## config.mk

```make
export PLATFORM = sky130hd
export DESIGN_NAME = pt_walker
export DESIGN_NICKNAME = d
export VERILOG_FILES = /design/src/rtl/pt_pkg.sv /design/src/rtl/pt_root_reg.sv /design/src/rtl/pt_entry_check.sv /design/src/rtl/pt_walk_fsm.sv /design/src/rtl/pt_walker.sv
export SDC_FILE = /design/constraint.sdc
export NUM_CORES = 1
export LEC_CHECK = 0
export BUFFER_PORTS_ARGS = -buffer_cell sky130_fd_sc_hd__buf_4
export CAP_MARGIN = 10
export CORE_MARGIN = 4
export CORE_UTILIZATION = 53
export CTS_CLUSTER_DIAMETER = 150
export CTS_CLUSTER_SIZE = 28
export DETAILED_ROUTE_END_ITERATION = 6
export GPL_TIMING_DRIVEN = 0
export PLACE_DENSITY = 0.8
export SLEW_MARGIN = 15
export SYNTH_ARGS = -nofsm -noshare
export SYNTH_HDL_FRONTEND = slang
export SYNTH_SLANG_ARGS = --single-unit
```

## constraint.sdc

```tcl
create_clock -name clk -period 2.8 [get_ports clk]
set_input_delay 0.56 -clock clk [delete_from_list [all_inputs] [get_ports clk]]
set_output_delay 0.56 -clock clk [all_outputs]
set_load 0.03 [all_outputs]
```

## src/rtl/pt_pkg.sv

```systemverilog
package pt_pkg;
  localparam int DIR_W  = 10;
  localparam int TBL_W  = 10;
  localparam int OFF_W  = 12;
  localparam int ADDR_W = DIR_W + TBL_W + OFF_W;
  localparam int ENT_SH = 2;
  localparam int FRM_W  = ADDR_W - OFF_W;
  localparam int CAUSE_W = 3;

  localparam int FL_PRESENT = 0;
  localparam int FL_WRITE   = 1;
  localparam int FL_USER    = 2;
  localparam int FL_ACCESS  = 5;
  localparam int FL_DIRTY   = 6;

  typedef enum logic [2:0] {
    S_IDLE, S_RD_DIR, S_WT_DIR, S_RD_TBL, S_WT_TBL, S_WB_DIR, S_WB_TBL, S_DONE
  } walk_state_t;
endpackage

```

## src/rtl/pt_root_reg.sv

```systemverilog
module pt_root_reg
  import pt_pkg::*;
#(
  parameter int AW = ADDR_W
) (
  input  logic          clk,
  input  logic          rst_n,
  input  logic          wr_en,
  input  logic [1:0]    ring,
  input  logic [AW-1:0] wr_data,
  output logic [AW-1:0] root_q
);
  always_ff @(posedge clk) begin
    if (!rst_n) root_q <= '0;
    else if (wr_en && ring == 2'd0) root_q <= wr_data;
  end
endmodule

```

## src/rtl/pt_entry_check.sv

```systemverilog
module pt_entry_check
  import pt_pkg::*;
#(
  parameter int  AW   = ADDR_W,
  parameter bit  LEAF = 1'b0
) (
  input  logic [AW-1:0]      entry,
  input  logic               is_wr,
  input  logic               is_usr,
  output logic               fault,
  output logic [CAUSE_W-1:0] cause,
  output logic               wb_need,
  output logic [AW-1:0]      wb_data
);
  logic [AW-1:0] set_mask;
  logic          dirty_miss;

  generate
    if (LEAF) begin : g_leaf
      always_comb begin
        set_mask = '0;
        set_mask[FL_ACCESS] = 1'b1;
        set_mask[FL_DIRTY]  = is_wr;
        dirty_miss = is_wr && !entry[FL_DIRTY];
      end
    end else begin : g_dir
      always_comb begin
        set_mask = '0;
        set_mask[FL_ACCESS] = 1'b1;
        dirty_miss = 1'b0;
      end
    end
  endgenerate

  always_comb begin
    fault = !entry[FL_PRESENT]
          || (is_usr && !entry[FL_USER])
          || (is_usr && is_wr && !entry[FL_WRITE]);
    cause   = fault ? {is_usr, is_wr, entry[FL_PRESENT]} : '0;
    wb_need = !entry[FL_ACCESS] || dirty_miss;
    wb_data = entry | set_mask;
  end
endmodule

```

## src/rtl/pt_walk_fsm.sv

```systemverilog
module pt_walk_fsm
  import pt_pkg::*;
(
  input  logic               clk,
  input  logic               rst_n,
  input  logic [ADDR_W-1:0]  root,
  input  logic               req_valid,
  output logic               req_ready,
  input  logic [ADDR_W-1:0]  req_vaddr,
  input  logic               req_write,
  input  logic               req_user,
  output logic               res_valid,
  input  logic               res_ready,
  output logic [ADDR_W-1:0]  res_paddr,
  output logic               res_fault,
  output logic [CAUSE_W-1:0] res_cause,
  output logic               mem_req_valid,
  input  logic               mem_req_ready,
  output logic               mem_req_we,
  output logic [ADDR_W-1:0]  mem_req_addr,
  output logic [ADDR_W-1:0]  mem_req_wdata,
  input  logic               mem_rsp_valid,
  input  logic [FRM_W-1:0]   rsp_frame,
  output logic               acc_wr,
  output logic               acc_usr,
  input  logic               dir_fault,
  input  logic [CAUSE_W-1:0] dir_cause,
  input  logic               dir_wb_need,
  input  logic [ADDR_W-1:0]  dir_wb_data,
  input  logic               tbl_fault,
  input  logic [CAUSE_W-1:0] tbl_cause,
  input  logic               tbl_wb_need,
  input  logic [ADDR_W-1:0]  tbl_wb_data
);
  localparam int PAD_W = ADDR_W - DIR_W - ENT_SH;

  walk_state_t          state;
  logic [ADDR_W-1:0]    va_q;
  logic                 wr_q, usr_q;
  logic [FRM_W-1:0]     pde_frame_q;
  logic                 pde_wb_q, pte_wb_q;
  logic [ADDR_W-1:0]    pde_wbd_q, pte_wbd_q;
  logic                 fault_q;
  logic [CAUSE_W-1:0]   cause_q;
  logic [ADDR_W-1:0]    paddr_q;
  logic [ADDR_W-1:0]    dir_addr, tbl_addr;

  assign dir_addr = root + {{PAD_W{1'b0}}, va_q[ADDR_W-1 -: DIR_W], {ENT_SH{1'b0}}};
  assign tbl_addr = {pde_frame_q, va_q[OFF_W +: TBL_W], {ENT_SH{1'b0}}};
  assign acc_wr   = wr_q;
  assign acc_usr  = usr_q;

  always_ff @(posedge clk) begin
    if (!rst_n) begin
      state       <= S_IDLE;
      va_q        <= '0;
      wr_q        <= 1'b0;
      usr_q       <= 1'b0;
      pde_frame_q <= '0;
      pde_wb_q    <= 1'b0;
      pte_wb_q    <= 1'b0;
      pde_wbd_q   <= '0;
      pte_wbd_q   <= '0;
      fault_q     <= 1'b0;
      cause_q     <= '0;
      paddr_q     <= '0;
    end else begin
      unique case (state)
        S_IDLE: if (req_valid) begin
          va_q    <= req_vaddr;
          wr_q    <= req_write;
          usr_q   <= req_user;
          fault_q <= 1'b0;
          cause_q <= '0;
          paddr_q <= '0;
          state   <= S_RD_DIR;
        end
        S_RD_DIR: if (mem_req_ready) state <= S_WT_DIR;
        S_WT_DIR: if (mem_rsp_valid) begin
          if (dir_fault) begin
            fault_q <= 1'b1;
            cause_q <= dir_cause;
            state   <= S_DONE;
          end else begin
            pde_frame_q <= rsp_frame;
            pde_wb_q    <= dir_wb_need;
            pde_wbd_q   <= dir_wb_data;
            state       <= S_RD_TBL;
          end
        end
        S_RD_TBL: if (mem_req_ready) state <= S_WT_TBL;
        S_WT_TBL: if (mem_rsp_valid) begin
          if (tbl_fault) begin
            fault_q <= 1'b1;
            cause_q <= tbl_cause;
            state   <= S_DONE;
          end else begin
            paddr_q   <= {rsp_frame, va_q[OFF_W-1:0]};
            pte_wb_q  <= tbl_wb_need;
            pte_wbd_q <= tbl_wb_data;
            if (pde_wb_q)         state <= S_WB_DIR;
            else if (tbl_wb_need) state <= S_WB_TBL;
            else                  state <= S_DONE;
          end
        end
        S_WB_DIR: if (mem_req_ready) state <= pte_wb_q ? S_WB_TBL : S_DONE;
        S_WB_TBL: if (mem_req_ready) state <= S_DONE;
        S_DONE:   if (res_ready) state <= S_IDLE;
        default:  state <= S_IDLE;
      endcase
    end
  end

  always_comb begin
    req_ready     = (state == S_IDLE);
    res_valid     = (state == S_DONE);
    res_paddr     = paddr_q;
    res_fault     = fault_q;
    res_cause     = cause_q;
    mem_req_valid = (state == S_RD_DIR) || (state == S_RD_TBL) ||
                    (state == S_WB_DIR) || (state == S_WB_TBL);
    mem_req_we    = (state == S_WB_DIR) || (state == S_WB_TBL);
    mem_req_addr  = ((state == S_RD_DIR) || (state == S_WB_DIR)) ? dir_addr : tbl_addr;
    mem_req_wdata = (state == S_WB_DIR) ? pde_wbd_q :
                    (state == S_WB_TBL) ? pte_wbd_q : '0;
  end
endmodule

```

## src/rtl/pt_walker.sv

```systemverilog
module pt_walker
  import pt_pkg::*;
(
  input  logic               clk,
  input  logic               rst_n,
  input  logic               root_wr_en,
  input  logic [ADDR_W-1:0]  root_wr_data,
  input  logic [1:0]         cur_ring,
  input  logic               req_valid,
  output logic               req_ready,
  input  logic [ADDR_W-1:0]  req_vaddr,
  input  logic               req_write,
  input  logic               req_user,
  output logic               res_valid,
  input  logic               res_ready,
  output logic [ADDR_W-1:0]  res_paddr,
  output logic               res_fault,
  output logic [CAUSE_W-1:0] res_cause,
  output logic               mem_req_valid,
  input  logic               mem_req_ready,
  output logic               mem_req_we,
  output logic [ADDR_W-1:0]  mem_req_addr,
  output logic [ADDR_W-1:0]  mem_req_wdata,
  input  logic               mem_rsp_valid,
  input  logic [ADDR_W-1:0]  mem_rsp_rdata
);
  logic [ADDR_W-1:0]  root_q;
  logic               acc_wr, acc_usr;
  logic               dir_fault, tbl_fault, dir_wb_need, tbl_wb_need;
  logic [CAUSE_W-1:0] dir_cause, tbl_cause;
  logic [ADDR_W-1:0]  dir_wb_data, tbl_wb_data;

  pt_root_reg #(.AW(ADDR_W)) u_root (
    .clk(clk), .rst_n(rst_n), .wr_en(root_wr_en), .ring(cur_ring),
    .wr_data(root_wr_data), .root_q(root_q)
  );

  pt_entry_check #(.AW(ADDR_W), .LEAF(1'b0)) u_chk_dir (
    .entry(mem_rsp_rdata), .is_wr(acc_wr), .is_usr(acc_usr),
    .fault(dir_fault), .cause(dir_cause),
    .wb_need(dir_wb_need), .wb_data(dir_wb_data)
  );

  pt_entry_check #(.AW(ADDR_W), .LEAF(1'b1)) u_chk_tbl (
    .entry(mem_rsp_rdata), .is_wr(acc_wr), .is_usr(acc_usr),
    .fault(tbl_fault), .cause(tbl_cause),
    .wb_need(tbl_wb_need), .wb_data(tbl_wb_data)
  );

  pt_walk_fsm u_fsm (
    .clk(clk), .rst_n(rst_n), .root(root_q),
    .req_valid(req_valid), .req_ready(req_ready), .req_vaddr(req_vaddr),
    .req_write(req_write), .req_user(req_user),
    .res_valid(res_valid), .res_ready(res_ready), .res_paddr(res_paddr),
    .res_fault(res_fault), .res_cause(res_cause),
    .mem_req_valid(mem_req_valid), .mem_req_ready(mem_req_ready),
    .mem_req_we(mem_req_we), .mem_req_addr(mem_req_addr),
    .mem_req_wdata(mem_req_wdata), .mem_rsp_valid(mem_rsp_valid),
    .rsp_frame(mem_rsp_rdata[ADDR_W-1:OFF_W]),
    .acc_wr(acc_wr), .acc_usr(acc_usr),
    .dir_fault(dir_fault), .dir_cause(dir_cause),
    .dir_wb_need(dir_wb_need), .dir_wb_data(dir_wb_data),
    .tbl_fault(tbl_fault), .tbl_cause(tbl_cause),
    .tbl_wb_need(tbl_wb_need), .tbl_wb_data(tbl_wb_data)
  );
endmodule

```

* Word-level counts from Yosys, hierarchy flattened
Index checks and enable logic that the tools add are counted.
** Word-level totals
- Register bits :: 191
- Latch bits :: 0
- RAM bits :: 0
- ROM bits :: 0
- Bits of input ports :: 107
- Output and inout port bits :: 104
- Memories :: 0
** Cells by class
- Add/subtract/negate cells :: 1
- Multipliers :: 0
- Div/mod/pow operators :: 0
- $lt $le $gt $ge :: 0
- Equal/unequal tests :: 18
- Shift operators :: 0
- Mux-type cells :: 29
- Bitwise gates (word level) :: 2
- Reduce and logical (&&, ||, !) cells :: 29
** Operator list (count)
- $mux W32 :: 6
- $pmux W32 S2 :: 1
- $mux W3 :: 14
- $add A32 B12 Y32 :: 1
- $or A32 B7 Y32 :: 1
- $pmux W3 S8 :: 1
- $ne A2 B2 Y1 const B :: 8
- $eq A3 B3 Y1 const B :: 4
- $logic_or A1 B1 Y1 :: 8
- $reduce_and A4 Y1 :: 2
- $reduce_and A8 Y1 :: 1
- $eq A3 B2 Y1 const B :: 2
- $ne A2 B1 Y1 const B :: 3
- $pmux W3 S2 :: 1
- $reduce_and A3 Y1 :: 2
- $logic_and A1 B1 Y1 :: 5
- $logic_not A1 Y1 :: 5
- $mux W1 :: 5
- $reduce_bool A2 Y1 :: 2
- $eq A3 B1 Y1 const B :: 1
- $logic_not A3 Y1 :: 1
- $logic_not A2 Y1 :: 1
- $pmux W1 S2 :: 1
- $reduce_and A2 Y1 :: 1
- other kinds (2) :: 2

* Longest topological paths before layout
- Depth after elaboration :: 8
- Gate-level depth with buffers :: 9
- Gate-level depth less buffers :: 8

* Hierarchy
A second synthesis with hierarchy kept.
** Second synthesis, totals
- Cell total of the unflattened synthesis :: 1202
- Area, all modules :: 9590.4 um^2
** Modules (own cells, without submodules)
- pt_walk_fsm :: times used 1, cells an instance 976, area an instance 7659.8 um^2, sequential area each 3183.1 um^2
- pt_root_reg :: times used 1, cells an instance 140, area an instance 1320.0 um^2, sequential area each 640.6 um^2
- pt_entry_check :: times used 2, cells an instance 43, area an instance 305.3 um^2, sequential area each 0.0 um^2

* Least setup slack after synthesis
OpenSTA, ideal clock, no wires.
- Path type :: register -> output
- From :: register u_root.root_q[2]
- To :: output port mem_req_addr[12]
- Arrival time :: 2.531 ns
- Data required time :: 2.240 ns
- Setup slack :: -0.291 ns
- Stages on the path, launching flop included :: 9
- Cell sequence :: dfxtp_1 ha_1 fa_1 a21o_1 a311oi_1 o211ai_2 nand2_1 xor2_1 o21ai_0
** Between the ends
- Longest elaborated chain between the ends :: 2
** RTL lines
- start, declared :: RTL line pt_root_reg.sv:11 : output logic [AW-1:0] root_q
- start signal, assigned :: RTL line pt_root_reg.sv:15 : else if (wr_en && ring == 2'd0) root_q <= wr_data;
- $add A32 B12 Y32 :: RTL line pt_walk_fsm.sv:48 : assign dir_addr = root + {{PAD_W{1'b0}}, va_q[ADDR_W-1 -: DIR_W], {ENT_SH{1'b0}}};
- $mux W32 :: RTL line pt_walk_fsm.sv:123 : mem_req_addr = ((state == S_RD_DIR) || (state == S_WB_DIR)) ? dir_addr : tbl_addr;
- end, declared :: RTL line pt_walker.sv:22 : output logic [ADDR_W-1:0] mem_req_addr,
Every way passes these cells.

* Worst setup path after layout
- From :: register u_root.root_q[2]
- To :: output port mem_req_addr[28]
Same word-level chain as after synthesis.

==> load_flow_metrics.sql <==
INSERT INTO impl_metrics (metric_group, metric, value, unit) VALUES
('critical_path', 'timing.critical_path.slowest_cell_delay', '0.40', 'ns'),
('cts', 'clk_latency', '0.43', 'ns'),
('sta', 'timing.clock.skew', '0.00796', 'ns'),
('cts', 'ctsHoldBuffers', '0', ''),
('pwr', 'p_per_area', '691', 'mW/mm2'),
('cts', 'clock_tree.root_cell', 'clkbuf_16', ''),
('detailed_routing', 'route.vias.total', '7901', ''),
('cells_and_area', 'design.final.nets', '1364', ''),
('yosys', 'synth_ff_type', 'dfxtp_1', ''),
('yosys', 'ys_async_sr_fraction', '0', '%'),
('sta', 'setup_slack_after_layout', '-0.485', 'ns'),
('critical_path', 'cp.arrival', '2.73', 'ns'),
('run_status', 'outcome', 'complete, but fails checks', ''),
('floorplan', 'die_area', '0.0173', 'mm2'),
('placement', 'numPlacedInstances', '1399', ''),
('critical_path', 'timing.critical_path.fanout_max', '4', ''),
('detailed_routing', 'finalWirelength', '24800', 'um'),
('yosys', 'synth.top_cells.by_area', 'dfxtp_1 42%, nand2_1 17%, a21boi_1 8.8%', ''),
('cells_and_area', 'final.fill_count', '1113', ''),
('detailed_routing', 'drcViolationCount', '0', ''),
('sta', 'finalHoldViolCount', '0', ''),
('floorplan', 'chipHeight', '132', 'um'),
('critical_path', 'cp_cell_sequence', 'ha_4 -> fa_2 -> a21o_1 -> a311oi_2 -> o211ai_2 -> nand4_1 -> or3_4 -> a31oi_4 -> buf_6', ''),
('critical_path', 'critical_path_class', 'register to output port', ''),
('sta', 'final.setup.tns', '-7.81', 'ns'),
('global_route', 'grt_overflow_total', '0', ''),
('floorplan', 'core_region_area', '0.0148', 'mm2'),
('yosys', 'yosysWarningCount', '0', ''),
('yosys', 'synth_compound_area_share', '21.8', '%'),
('floorplan', 'initial_utilization', '54.9', '%'),
('cts', 'tritoncts.num_buffers', '17', ''),
('detailed_routing', 'avgRoutedWirePerCell', '17.2', 'um'),
('min_path', 'hold_path_class', 'primary input to register', ''),
('sta', 'timing_max_transition_violations_final', '0', ''),
('detailed_routing', 'detail_route.iter0.violations', '611', ''),
('global_route', 'grt_antenna_before_repair', '0', ''),
('critical_path', 'slowest_stage', 'or3_4', ''),
('yosys', 'post-synth-top-area-cell', 'dfxtp_1', ''),
('yosys', 'synthMuxAreaShare', '4.34', '%'),
('cells_and_area', 'post-route-cell-area', '0.0110', 'mm2'),
('global_route', 'grt_start_max_net_pins', '17', ''),
('cts', 'clk_pin_slew_worst_paths', '0.06', 'ns'),
('flow_run', 'cap_viol_max_count', '0', ''),
('floorplan', 'std_cell_rows', '44', ''),
('placement', 'port_buffers', '209', ''),
('yosys', 'syn-cell-area', '0.00810', 'mm2'),
('yosys', 'synth_top_family_by_area', 'simple AND/OR/NAND/NOR gates', ''),
('global_route', 'grt_pass1_wl', '38900', 'um'),
('detailed_routing', 'antenna_left', '0', ''),
('yosys', 'postSynthRegisterBits', '171', ''),
('cells_and_area', 'seq_area', '0.00344', 'mm2'),
('detailed_routing', 'vias_per_cell', '5.48', ''),
('sta', 'rsz0062_at_grt', 'yes', ''),
('cells_and_area', 'multiInputGateArea', '0.00468', 'mm2'),
('run_status', 'failing_checks', 'setup timing', ''),
('sta', 'peak_clock_frequency_supported_by_timing', '0.304', 'GHz'),
('yosys', 'adder_and_majority_cell_fraction_of_the_synthesized_area', '1.79', '%'),
('placement', 'place_area', '0.00994', 'mm2'),
('sta', 'worst-slew-pin-transition', '0.639', 'ns'),
('yosys', 'post_synth_inst_count', '1006', ''),
('sta', 'max-slew-margin-rel', '57.4', '%'),
('cts', 'cts.sink_count', '171', ''),
('yosys', 'synth.avg_cell_area', '8.05', 'um2'),
('critical_path', 'cp-start-kind', 'register', ''),
('yosys', 'synth_top_area_share', '42.3', '%'),
('global_route', 'grt_resource_usage_total', '27.5', '%'),
('cells_and_area', 'util_after_layout', '74.8', '%'),
('sta', 'fin_crit_sh', '117', '%'),
('cells_and_area', 'post_route_cells_drive_above_1_share', '27.8', '%'),
('pwr', 'total_leakage_power', '4.40', 'nW'),
('sta', 'setup_viol_count_final', '24', '');
through the flow:
| step | hold slack [ns] | power, mW | worst slack (ns) |
|---|---|---|---|
| 2_1_floorplan | 0.435 | 4.24 | -0.00617 |
| 3_3_place_gp | 0.440 | 4.95 | -0.263 |
| 3_5_place_dp | 0.445 | 4.98 | -0.264 |
| 4_1_cts | 0.364 | 7.55 | -0.476 |
| 5_1_grt | 0.369 | 7.95 | -0.562 |
| 6_report | 0.371 | 7.63 | -0.485 |
synth_stat cells, drive strengths merged, types with 4 or more instances:
master   instances
mux2i           34
a22o            32
dfxtp          171
nand2          364
a31oi            5
buf             15
and3             7
o21a             6
ha              10
nand3           12
o211ai           6
or3              4
nor2            19
clkbuf          59
a21oi            8
xnor2            9
and2             8
nor3             8
xor2            16
nand4            7
o2111ai          4
o21ai           32
inv              5
a21boi         134
metal layers:
layer | up-vias | wire length [um] | part of all wire [%] | track usage [%]
met3 | 25 | 1910 | 7.7 | 7.00
met2 | 309 | 12200 | 49 | 47.7
met4 | 0 | 315 | 1.3 | 6.94
met5 | - | 0 | 0 | 0
li1 | 3869 | - | - | -
met1 | 3698 | 10400 | 42 | 34.2
critical path: cells and delay by family, from the launching register on:
| family | cells | cell delay (ns) |
|---|---|---|
| adder cells (fa/ha/maj) | 2 | 0.33 |
| buffers and inverters | 1 | 0.16 |
| AO/OA/AOI/OAI | 4 | 0.82 |
| AND/OR/NAND/NOR | 2 | 0.64 |
| flip-flops | 1 | 0.36 |
power breakdown:
part	internal [mW]	switching [mW]	total, mW
Combinational	0.898	1.48	2.38
Clock	1.50	0.979	2.48
Sequential	2.63	0.143	2.77
Total	5.02	2.61	7.63
placed cells by master, fill, tap and decap left out, types with 6 or more instances in the layout:
cell type	instances
a21boi_0	38
a21boi_1	96
a22o_1	32
and2_1	6
buf_2	11
buf_4	213
buf_6	15
clkbuf_1	48
clkbuf_16	17
clkbuf_2	7
dfxtp_1	160
dfxtp_2	11
ha_4	7
mux2i_1	34
nand2_1	362
nand3_1	9
nand4_1	6
nor2_1	16
nor3_1	6
o21a_1	6
o21ai_1	17
o21ai_2	9
xnor2_1	9
xor2_1	14
cell type report:
cell class / instances / share of cell area, %
clock buffers: 22 / 4.39
inverters: 5 / 0.170
well taps: 184 / 2.09
clock inverters: 10 / 1.26
plain buffers: 73 / 2.96
repair buffers: 222 / 15.6
multi-input cells: 756 / 42.4
flip-flops and latches: 171 / 31.1
cell families after synthesis:
logic type / after synthesis
AOI/OAI and AO/OA: 239
adders and majority gates: 11
DFF: 171
buffers and inverters: 79
muxes: 35
xor gates and xnor gates: 25
and+or+nand+nor: 446
final timing paths:
path | depth (start not counted) | slack (ns) | end
min | 3 | 0.37 | u_fsm.va_q[28]
max reg2reg | 7 | 0.62 | u_fsm.res_paddr[14]
max | 9 | -0.49 | mem_req_addr[28]
min reg2reg | 2 | 0.45 | u_fsm.va_q[1]
flip-flops by register name, indices dropped and copies added, names as in the netlist, 3 cells and up:
register           cells
u_root.root_q         32
u_fsm.pte_wbd_q       32
u_fsm.res_cause        3
u_fsm.pde_frame_q     19
u_fsm.state            3
u_fsm.va_q            32
u_fsm.pde_wbd_q       13
u_fsm.res_paddr       32
what timing repair did:
item,in CTS,in global routing
cloned,0,0
setup endpoints to repair,59,57
endpoints found under the hold margin,0,0
setup buffers,8,5
gates resized for setup,63,41
pin swaps,13,34
Power figures use the tool's default switching activity.
